==> src/rtl/chan_acf_pkg.sv <==
// Shared types for the channel access filter.
// Assumes: access sizes are coded 0..2, with 3 reserved.
package chan_acf_pkg;
    typedef enum logic [1:0] {
        SZ_BYTE = 2'd0,
        SZ_HALF = 2'd1,
        SZ_WORD = 2'd2,
        SZ_RSVD = 2'd3
    } acc_size_e;

    typedef enum logic [1:0] {
        K_CHAN = 2'd0,
        K_STAT = 2'd1,
        K_CLR  = 2'd2,
        K_NONE = 2'd3
    } reg_kind_e;
endpackage

==> src/rtl/acf_lane_dec.sv <==
// Byte-lane decoder: turns size and low address bits into a lane mask and
// an alignment flag. Assumes a 4-byte data bus.
module acf_lane_dec
    import chan_acf_pkg::*;
(
    input  acc_size_e   size,
    input  logic [1:0]  off,
    output logic [3:0]  lanes,
    output logic        aligned
);
    // Decode the lanes touched and whether the access is size-aligned.
    always_comb begin
        lanes   = 4'b0000;
        aligned = 1'b0;
        unique case (size)
            SZ_BYTE: begin
                aligned = 1'b1;
                lanes   = 4'b0001 << off;
            end
            SZ_HALF: begin
                aligned = (off[0] == 1'b0);
                lanes   = off[1] ? 4'b1100 : 4'b0011;
            end
            SZ_WORD: begin
                aligned = (off == 2'b00);
                lanes   = 4'b1111;
            end
            default: begin
                aligned = 1'b0;
                lanes   = 4'b0000;
            end
        endcase
    end
endmodule

==> src/rtl/acf_perm.sv <==
// Permission evaluator: per-channel allow bits for the current access, the
// verdict for the owning channel of a configuration register, and the
// illegal-access condition. Assumes chan < NCH whenever kind is K_CHAN.
module acf_perm
    import chan_acf_pkg::*;
#(
    parameter int NCH   = 16,
    parameter int IDX_W = $clog2(NCH)
) (
    input  reg_kind_e          kind,
    input  logic [IDX_W-1:0]   chan,
    input  logic               nonsec,
    input  logic               priv,
    input  logic [NCH-1:0]     ch_sec,
    input  logic [NCH-1:0]     ch_priv,
    output logic [NCH-1:0]     bit_ok,
    output logic               chan_ok,
    output logic               chan_illegal
);
    // One allow bit per channel from its secure and privileged attributes.
    for (genvar i = 0; i < NCH; i++) begin : g_ok
        assign bit_ok[i] = (!nonsec || !ch_sec[i]) && (priv || !ch_priv[i]);
    end

    // Verdict for a configuration register owned by a single channel.
    always_comb begin
        chan_ok      = (kind == K_CHAN) && bit_ok[chan];
        chan_illegal = (kind == K_CHAN) && nonsec && ch_sec[chan];
    end
endmodule

==> src/rtl/chan_access_filter.sv <==
// Access filter in front of a per-channel register file. It samples the
// address phase, then in the data phase gives a write enable with a bit
// mask, masked read data and an illegal-access pulse. Word c < NCH is the
// configuration register of channel c. Word NCH is the shared status
// register and word NCH+1 is the shared write-1-to-clear register.
// Assumes NCH <= 32 and NCH is a power of two.
module chan_access_filter
    import chan_acf_pkg::*;
#(
    parameter int NCH    = 16,
    parameter int ADDR_W = 8
) (
    input  logic                 clk,
    input  logic                 rst_n,
    input  logic                 a_valid,
    input  logic [ADDR_W-1:0]    a_addr,
    input  logic                 a_write,
    input  logic [1:0]           a_size,
    input  logic                 a_nonsec,
    input  logic                 a_priv,
    input  logic [NCH-1:0]       ch_sec,
    input  logic [NCH-1:0]       ch_priv,
    input  logic [NCH-1:0]       ovr_flag,
    input  logic [31:0]          rf_rdata,
    output logic [ADDR_W-3:0]    acc_index,
    output logic                 wr_en,
    output logic [31:0]          wr_mask,
    output logic [31:0]          rd_data,
    output logic                 illegal_pulse,
    output logic                 irq_sec,
    output logic                 irq_nsec
);
    localparam int WORD_W = ADDR_W - 2;
    localparam int IDX_W  = $clog2(NCH);
    localparam logic [WORD_W-1:0] STAT_WORD = WORD_W'(NCH);
    localparam logic [WORD_W-1:0] CLR_WORD  = WORD_W'(NCH + 1);

    logic [WORD_W-1:0] a_word;
    reg_kind_e         a_kind;
    logic [IDX_W-1:0]  a_chan;
    logic [3:0]        a_lanes;
    logic              a_aligned;

    logic              d_valid, d_write, d_aligned, d_nonsec, d_priv;
    reg_kind_e         d_kind;
    logic [IDX_W-1:0]  d_chan;
    logic [WORD_W-1:0] d_word;
    logic [3:0]        d_lanes;

    logic [NCH-1:0]    bit_ok;
    logic              chan_ok, chan_illegal;
    logic [31:0]       lane_bits, shared_bits, field_mask;

    assign a_word = a_addr[ADDR_W-1:2];
    assign a_chan = a_word[IDX_W-1:0];

    // Classify the addressed word in the address phase.
    always_comb begin
        if (a_word < STAT_WORD)      a_kind = K_CHAN;
        else if (a_word == STAT_WORD) a_kind = K_STAT;
        else if (a_word == CLR_WORD)  a_kind = K_CLR;
        else                          a_kind = K_NONE;
    end

    acf_lane_dec u_lane (
        .size    (acc_size_e'(a_size)),
        .off     (a_addr[1:0]),
        .lanes   (a_lanes),
        .aligned (a_aligned)
    );

    // Hold the sampled address phase for the data phase.
    always_ff @(posedge clk) begin
        if (!rst_n) begin
            d_valid   <= 1'b0;
            d_write   <= 1'b0;
            d_aligned <= 1'b0;
            d_nonsec  <= 1'b0;
            d_priv    <= 1'b0;
            d_kind    <= K_NONE;
            d_chan    <= '0;
            d_word    <= '0;
            d_lanes   <= '0;
        end else begin
            d_valid   <= a_valid;
            d_write   <= a_write;
            d_aligned <= a_aligned;
            d_nonsec  <= a_nonsec;
            d_priv    <= a_priv;
            d_kind    <= a_kind;
            d_chan    <= a_chan;
            d_word    <= a_word;
            d_lanes   <= a_lanes;
        end
    end

    acf_perm #(.NCH(NCH), .IDX_W(IDX_W)) u_perm (
        .kind         (d_kind),
        .chan         (d_chan),
        .nonsec       (d_nonsec),
        .priv         (d_priv),
        .ch_sec       (ch_sec),
        .ch_priv      (ch_priv),
        .bit_ok       (bit_ok),
        .chan_ok      (chan_ok),
        .chan_illegal (chan_illegal)
    );

    // Spread each byte-lane bit over its eight data bits.
    for (genvar b = 0; b < 4; b++) begin : g_lane
        assign lane_bits[b*8 +: 8] = {8{d_lanes[b]}};
    end

    // Shared-register bits exist only for implemented channels.
    for (genvar j = 0; j < 32; j++) begin : g_shared
        if (j < NCH) begin : g_live
            assign shared_bits[j] = bit_ok[j];
        end else begin : g_dead
            assign shared_bits[j] = 1'b0;
        end
    end

    // Combine lanes and field ownership into the data-phase bit mask.
    always_comb begin
        field_mask = '0;
        if (d_valid && d_aligned) begin
            unique case (d_kind)
                K_CHAN:       field_mask = chan_ok ? lane_bits : '0;
                K_STAT, K_CLR: field_mask = lane_bits & shared_bits;
                default:      field_mask = '0;
            endcase
        end
    end

    // Drive the filtered write, read and illegal-access outputs.
    always_comb begin
        wr_en         = d_valid && d_write && (d_kind == K_CHAN || d_kind == K_CLR)
                        && (field_mask != '0);
        wr_mask       = wr_en ? field_mask : '0;
        rd_data       = (d_valid && !d_write && d_kind != K_CLR) ? (rf_rdata & field_mask) : '0;
        illegal_pulse = d_valid && chan_illegal;
        acc_index     = d_word;
    end

    // Merge overrun flags by channel security.
    always_comb begin
        irq_sec  = |(ovr_flag & ch_sec);
        irq_nsec = |(ovr_flag & ~ch_sec);
    end

    p_pulse_needs_nonsec_r4: assert property (@(posedge clk) disable iff (!rst_n)
        illegal_pulse |-> $past(a_valid && a_nonsec));

    p_unpriv_blank_r3: assert property (@(posedge clk) disable iff (!rst_n)
        ($past(a_valid && !a_priv && a_kind == K_CHAN && ch_priv[a_chan]) && $stable(ch_priv))
        |-> (!wr_en && rd_data == '0));

    p_shared_no_pulse_r5: assert property (@(posedge clk) disable iff (!rst_n)
        $past(a_valid && (a_kind == K_STAT || a_kind == K_CLR)) |-> !illegal_pulse);

    p_misaligned_drop_r6: assert property (@(posedge clk) disable iff (!rst_n)
        $past(a_valid && !a_aligned) |-> (!wr_en && rd_data == '0));

    p_status_readonly_r7: assert property (@(posedge clk) disable iff (!rst_n)
        wr_en |-> $past(a_kind != K_STAT));

    p_unmapped_quiet_r8: assert property (@(posedge clk) disable iff (!rst_n)
        $past(a_valid && a_kind == K_NONE) |-> (!wr_en && rd_data == '0 && !illegal_pulse));
endmodule

==> config.mk <==
export PLATFORM = sky130hd
export DESIGN_NAME = chan_access_filter
export DESIGN_NICKNAME = d
export VERILOG_FILES = /design/src/rtl/chan_acf_pkg.sv /design/src/rtl/acf_lane_dec.sv /design/src/rtl/acf_perm.sv /design/src/rtl/chan_access_filter.sv
export SDC_FILE = /design/constraint.sdc
export NUM_CORES = 1
export LEC_CHECK = 0
export ABC_AREA = 1
export ABC_CLOCK_PERIOD_IN_PS = 3500
export BUFFER_PORTS_ARGS = -buffer_cell sky130_fd_sc_hd__buf_2
export CAP_MARGIN = 20
export CORE_ASPECT_RATIO = 0.7
export CORE_MARGIN = 3
export CORE_UTILIZATION = 34
export DETAILED_ROUTE_END_ITERATION = 8
export PLACE_DENSITY = 0.8
export SYNTH_ARGS = -nofsm -noshare
export SYNTH_HDL_FRONTEND = slang
export SYNTH_SLANG_ARGS = --single-unit
==> constraint.sdc <==
create_clock -name clk -period 3.5 [get_ports clk]
set_clock_uncertainty 0.1 [all_clocks]
set_input_delay 0.525 -clock clk [delete_from_list [all_inputs] [get_ports clk]]
set_output_delay 0.525 -clock clk [all_outputs]
set_load 0.03 [all_outputs]
=== After elaboration in Yosys (flattened, before gate mapping) ===
Cells that the tools add are included.

* Register bits after elaboration: 21
* Output and inout port bits: 74
* Word-level logic and storage cells: 140

* Order comparisons: 2
* Eq/ne operators: 7
* Shifts and indexed selects: 1
* Multiplexer cells: 15
* Bitwise operators: 6
* Reductions and logical operators: 100

{| class="wikitable"
|+ Operators by type and width
! cell !! number
|-
| $mux W32 || 4
|-
| $pmux W32 S2 || 1
|-
| $logic_not A1 Y1 || 34
|-
| $logic_or A1 B1 Y1 || 33
|-
| $and A16 B16 Y16 || 2
|-
| $and A32 B16 Y32 || 1
|-
| $and A32 B32 Y32 || 1
|-
| $reduce_bool A32 Y1 || 1
|-
| $reduce_or A16 Y1 || 2
|-
| $logic_and A1 B1 Y1 || 26
|-
| $not A16 Y16 || 1
|-
| $eq A6 B5 Y1 const B || 2
|-
| $pmux W4 S3 || 1
|-
| $bmux W1 S4 || 2
|-
| $logic_not A2 Y1 || 3
|-
| $lt A6 B5 Y1 const B || 1
|-
| $lt A4 B5 Y1 const B || 1
|-
| $eq A2 B1 Y1 const B || 2
|-
| $eq A2 B2 Y1 const B || 2
|-
| $mux W2 || 2
|-
| $mux W4 || 1
|-
| $shl A1 B2 Y4 const A || 1
|-
| $mux W1 || 3
|-
| $pmux W1 S3 || 1
|-
| other kinds (3) || 3
|}

=== Logic depth before layout (Yosys ltp) ===
* Word-level depth: 12
* Mapped depth: 17
* Gate-level depth less buffers: 14

=== Hierarchy ===
Synthesis repeated with hierarchy kept, for this count alone.

* Cells, all modules: 416
* Area, all modules: 2,486.1 µm²

{| class="wikitable"
|+ Modules (own cells, without submodules)
! module !! times used !! cells each !! area each (µm²) !! sequential area each (µm²)
|-
| chan_access_filter || 1 || 267 || 1,762.9 || 340.3
|-
| acf_perm || 1 || 128 || 640.6 || 0.0
|-
| acf_lane_dec || 1 || 21 || 82.6 || 0.0
|}

=== Least setup slack after synthesis ===
No wires, ideal clock.

* Path kind: flip-flop to output port
* Start point: reg d_chan[1]
* End point: out wr_mask[25]
* Arrival: 2,788 ps
* Data required time: 2,875 ps
* Path slack: 87 ps
* Stages on the path, launching flop included: 15
* Path buffers: 3
* Cells stage by stage: dfxtp_1 buf_2 clkinv_1 nand3_1 nand3_1 nand3_2 nand2_1 nor2_1 and3_1 buf_4 nor2_4 nand3_2 o21bai_4 nor2_1 buf_4

* Longest elaborated chain between the ends: 9

{| class="wikitable"
|+ RTL lines
! element !! line !! source
|-
| start: declaration || chan_access_filter.sv:46 || <nowiki>logic [IDX_W-1:0] d_chan;</nowiki>
|-
| start signal: assignment || chan_access_filter.sv:91 || <nowiki>d_chan <= a_chan;</nowiki>
|-
| $bmux W1 S4 * || acf_perm.sv:27 || <nowiki>chan_ok = (kind == K_CHAN) && bit_ok[chan];</nowiki>
|-
| $mux W1 (implied by the code) * || acf_perm.sv:27 ||
|-
| $logic_and A1 B1 Y1 * || acf_perm.sv:27 ||
|-
| $mux W32 * || chan_access_filter.sv:128 || <nowiki>K_CHAN: field_mask = chan_ok ? lane_bits : '0;</nowiki>
|-
| $pmux W32 S2 * || chan_access_filter.sv:127 || <nowiki>unique case (d_kind)</nowiki>
|-
| $mux W32 * || chan_access_filter.sv:126 || <nowiki>if (d_valid && d_aligned) begin</nowiki>
|-
| $reduce_bool A32 Y1 || chan_access_filter.sv:138 || <nowiki>&& (field_mask != '0);</nowiki>
|-
| $logic_and A1 B1 Y1 || chan_access_filter.sv:138 ||
|-
| $mux W32 * || chan_access_filter.sv:139 || <nowiki>wr_mask = wr_en ? field_mask : '0;</nowiki>
|-
| end: declaration || chan_access_filter.sv:27 || <nowiki>output logic [31:0] wr_mask,</nowiki>
|}

Every way passes the cells marked *; elsewhere a longest branch is shown, timed or not. The select of a mux whose other input is x is not followed.

=== Worst setup path in the final report ===
* Start point: reg d_nonsec
* End point: out wr_mask[0]

* Longest elaborated chain between the ends: 12
* Elaborated cells on any way between the ends: 43

{| class="wikitable"
|+ RTL lines
! element !! line !! source
|-
| start: declaration || chan_access_filter.sv:44 || <nowiki>logic d_valid, d_write, d_aligned, d_nonsec, d_priv;</nowiki>
|-
| start signal: assignment || chan_access_filter.sv:88 || <nowiki>d_nonsec <= a_nonsec;</nowiki>
|-
| $logic_not A1 Y1 * || acf_perm.sv:22 || <nowiki>assign bit_ok[i] = (!nonsec || !ch_sec[i]) && (priv || !ch_priv[i]);</nowiki>
|-
| $logic_or A1 B1 Y1 || acf_perm.sv:22 ||
|-
| $logic_and A1 B1 Y1 || acf_perm.sv:22 ||
|-
| $bmux W1 S4 || acf_perm.sv:27 ||
|-
| $mux W1 (implied by the code) || acf_perm.sv:27 ||
|-
| $logic_and A1 B1 Y1 || acf_perm.sv:27 ||
|-
| $mux W32 || chan_access_filter.sv:128 ||
|-
| $pmux W32 S2 * || chan_access_filter.sv:127 ||
|-
| $mux W32 * || chan_access_filter.sv:126 ||
|-
| $reduce_bool A32 Y1 || chan_access_filter.sv:138 ||
|-
| $logic_and A1 B1 Y1 || chan_access_filter.sv:138 ||
|-
| $mux W32 * || chan_access_filter.sv:139 ||
|}

Marked as above.

==> results by group <==
STA
  • Rel. slew slack: 0.793
  • Worst Tran Pin Value: 0.310 ns
  • Max frequency: 0.308 GHz
  • Finish-stage setup viols: 0
  • Ratio of final minimum period to clock period: 0.929
  • Fin. Hold Viols: 0
  • TNS Setup: 0 ns
  • Fin. max-slew vios: 0
  • Minimum clock period after layout: 3.25 ns

Drt
  • # DRC: 0
  • DR iter-0 viols: approximately 200
  • Vias/cell: 4.83
  • Router iterations before antenna repair: 4
  • Wire per inst: 12.9 um
  • DRT Wirelength: around 8 mm
  • Antenna-violating nets left: 0
  • Vias after detailed routing: 2930

Synth
  • Synthesis Warnings: 0
  • FFs w/ async S/R, synth: 0
  • Synth unique cells: 35
  • Number of synthesized register bits: 17
  • Mapped Area: around 2200 um2
  • Mapped Nets: approximately 480
  • Synth Flop Type: dfxtp_1
  • Mapped Avg Cell Area: 5.79 um2
  • Sequential area share after synthesis: 0.155
  • Cells after Synth: between 300 and 400
  • Post-synth EDFFs: 0

Power
  • Switching share of total power: 0.333
  • Total power: 0.551 mW
  • VDD IR max: 217 uV
  • Clock power frac: 0.257
  • Seq pwr share: 0.387
  • Leak: about 1.8 nW
  • Net Sw Power: 0.184 mW
  • Comb pwr share: 0.355
  • Pwr/cell area: 180 nW/um2
  • Int Pwr: approximately 0.37 mW

Min path
  • Hold Path Origin: a_nonsec
  • Worst hold path class: in2reg
  • Worst Hold End: d_nonsec$_SDFF_PN0_
  • Hold Crit Depth: 3

Floorplanning
  • Initial Utilization: 0.367
  • Core Footprint: ~6000 um2
  • Die area: 7470 um2
  • I/O pin count: 170
  • Die Width: 102 um
  • Site Rows: 23
  • Die Span Y: between 70 and 80 um

Cells and area
  • Reg area: 340 um2
  • Fillers: 638
  • Final core occ: 0.511
  • Footprint of the multi-input gates: 1470 um2
  • Final Cell Area: 3060 um2
  • Layout cells sized above 1: 0.382
  • Layout area overhead: 39.3%
  • Antenna Cells: 0
  • NumNets Final: about 630

Critical path
  • Type of origin of the critical path: flop
  • WP data required: 2.87 ns
  • Crit Path Category: reg2out
  • Critical path's largest stage delay: 0.31 ns
  • CP Cell Sequence: buf_4, nand2_1, nand3_1, nand3_1, nand3_1, nand3_2, nand4_4, nand2_1, nand2_1, nand2_1, nor2_1, nand2_1, o21bai_4, buf_12, nor2_1, buf_2
  • CP max FO: 17
  • Critical Path Sink Type: output port
  • Worst path most repeated cell: nand2_1
  • Worst Path Arrival: between 2 and 3 ns
  • Crit-path slowest cell: dfxtp_1

Global route
  • Number of global-route vias before repair: 2652
  • Met1 Resource Use GR: 0.261
  • Global-route wire length before repair: 11.5 mm
  • Met3 Track Usage GR: 0.0267
  • Total gr overflow: 0
  • Largest net degree at the start of global routing: 33
  • Met2 Use GR: 0.303
  • Total track usage: 0.185
  • GR peak layer: met2
  • Initial antenna violation count: 0

Clock tree
  • CTS tree: done
  • Clock root buffer: clkbuf_8
  • Clock Tree Buf Depth: 2
  • H-tree levels: 1
  • Num Clock Sinks: 17
  • Clock slew seen by the registers of the worst setup and hold paths: 0.06 ns
  • Cts bufs inserted: 3

Run
  • Max-cap violation count: 0

Placed design
  • Port Buffers: 169
  • Routability Congestion: 0.861
  • Placed Area: 2990 um2
  • HPWL after DPL: 6.63 mm

Run status
  • Run status: completed
[Yosys cell counts (4+ instances only)]
cell / instances / area (um2)
inv_1: 47 / 176
dfxtp_1: 17 / 340
nor3b_1: 26 / 195
nand2_1: 107 / 402
o21ai_0: 17 / 85.1
nor2_1: 29 / 109
o22ai_1: 5 / 31.3
nor4_1: 4 / 25.0
buf_6: 5 / 56.3
o211ai_1: 4 / 30.0
buf_4: 15 / 113
clkbuf_1: 5 / 18.8
nor2_2: 10 / 62.6
a21oi_1: 8 / 40.0
nand3_1: 48 / 240
[sequential cells by signal, indices dropped and copies added, names as in the netlist]
name	cells
d_chan	3
d_nonsec	1
d_write	1
d_lanes	4
d_aligned	1
d_valid	1
d_kind	2
d_priv	1
acc_index	3
[placed cells by master (no fill, tap or decap), types with 4 or more instances in the layout]
cell type,n
buf_4,6
dfxtp_1,17
a21oi_1,8
nor4_1,4
nor3b_1,26
o22ai_1,5
nor2_2,11
inv_1,47
nand2_1,107
buf_2,169
nand3_1,48
o21ai_0,17
o211ai_1,4
nor2_1,28
[repair_timing]
action | in CTS | in global routing
setup endpoints to repair | 0 | 24
hold buffers | 0 | 0
gates resized for setup | 0 | 5
buffers inserted | 0 | 0
[how the worst max path moves through the flow]
| stage | startpoint | slack, ns | endpoint | depth (start not counted) |
|---|---|---|---|---|
| 2_1_floorplan | d_chan[1]$_SDFF_PN0_ | 0.09 | wr_mask[25] | 14 |
| 3_3_place_gp | ch_sec[14] | 0.31 | wr_mask[30] | 14 |
| 3_5_place_dp | ch_sec[10] | 0.23 | wr_mask[31] | 14 |
| 4_1_cts | d_chan[0]$_SDFF_PN0_ | 0.06 | wr_mask[31] | 13 |
| 5_1_grt | d_nonsec$_SDFF_PN0_ | -0.009 | wr_mask[2] | 16 |
| 6_report | d_nonsec$_SDFF_PN0_ | 0.25 | wr_mask[0] | 16 |
[layer usage]
layer,wire length [um],share of wire
met1,3530,0.45
met2,3570,0.46
met3,677,0.087
met4,44,0.0056
met5,0,0
[power groups by stage]
stage          Clock, mW  Combinational, mW  Sequential (mW)
2_1_floorplan          0              0.102            0.222
3_3_place_gp           0              0.189            0.217
3_5_place_dp           0              0.191            0.217
4_1_cts            0.148              0.192            0.213
5_1_grt            0.154              0.219            0.215
6_report           0.142              0.196            0.214
[area by class of cell]
class / instances / share of cell area
timing repair buffer: 176 / 0.298
clock inverter: 1 / 0.00164
multi-input combinational: 283 / 0.481
clock buffer: 3 / 0.0135
inverter: 51 / 0.0634
sequential: 17 / 0.111
tap: 75 / 0.0307
[cell families (layout without fill, tap and decap cells)]
logic type               Yosys count  in the layout  synth area share
flip-flops                        17             17             0.155
adder cells (fa/ha/maj)            3              3            0.0171
AO/OA/AOI/OAI                     43             43             0.121
AND/OR/NAND/NOR                  237            237             0.523
buffers and inverters             79            231             0.184
[critical path: cells and delay by family (launching register included)]
kind | cells | cell delay, ns
AOI/OAI and AO/OA | 1 | 0.25
DFF | 1 | 0.31
and+or+nand+nor | 12 | 1.26
buffers and inverters | 3 | 0.56
[per-stage QoR]
step / hold WS [ns] / worst slack (ns) / std cells
2_1_floorplan: 0.518 / 0.0866 / 379
3_3_place_gp: 0.614 / 0.314 / 602
3_5_place_dp: 0.612 / 0.234 / 602
4_1_cts: 0.349 / 0.0604 / 606
5_1_grt: 0.371 / -0.00861 / 606
6_report: 0.357 / 0.250 / 606
Note: power is estimated with default switching activity, not from simulation.
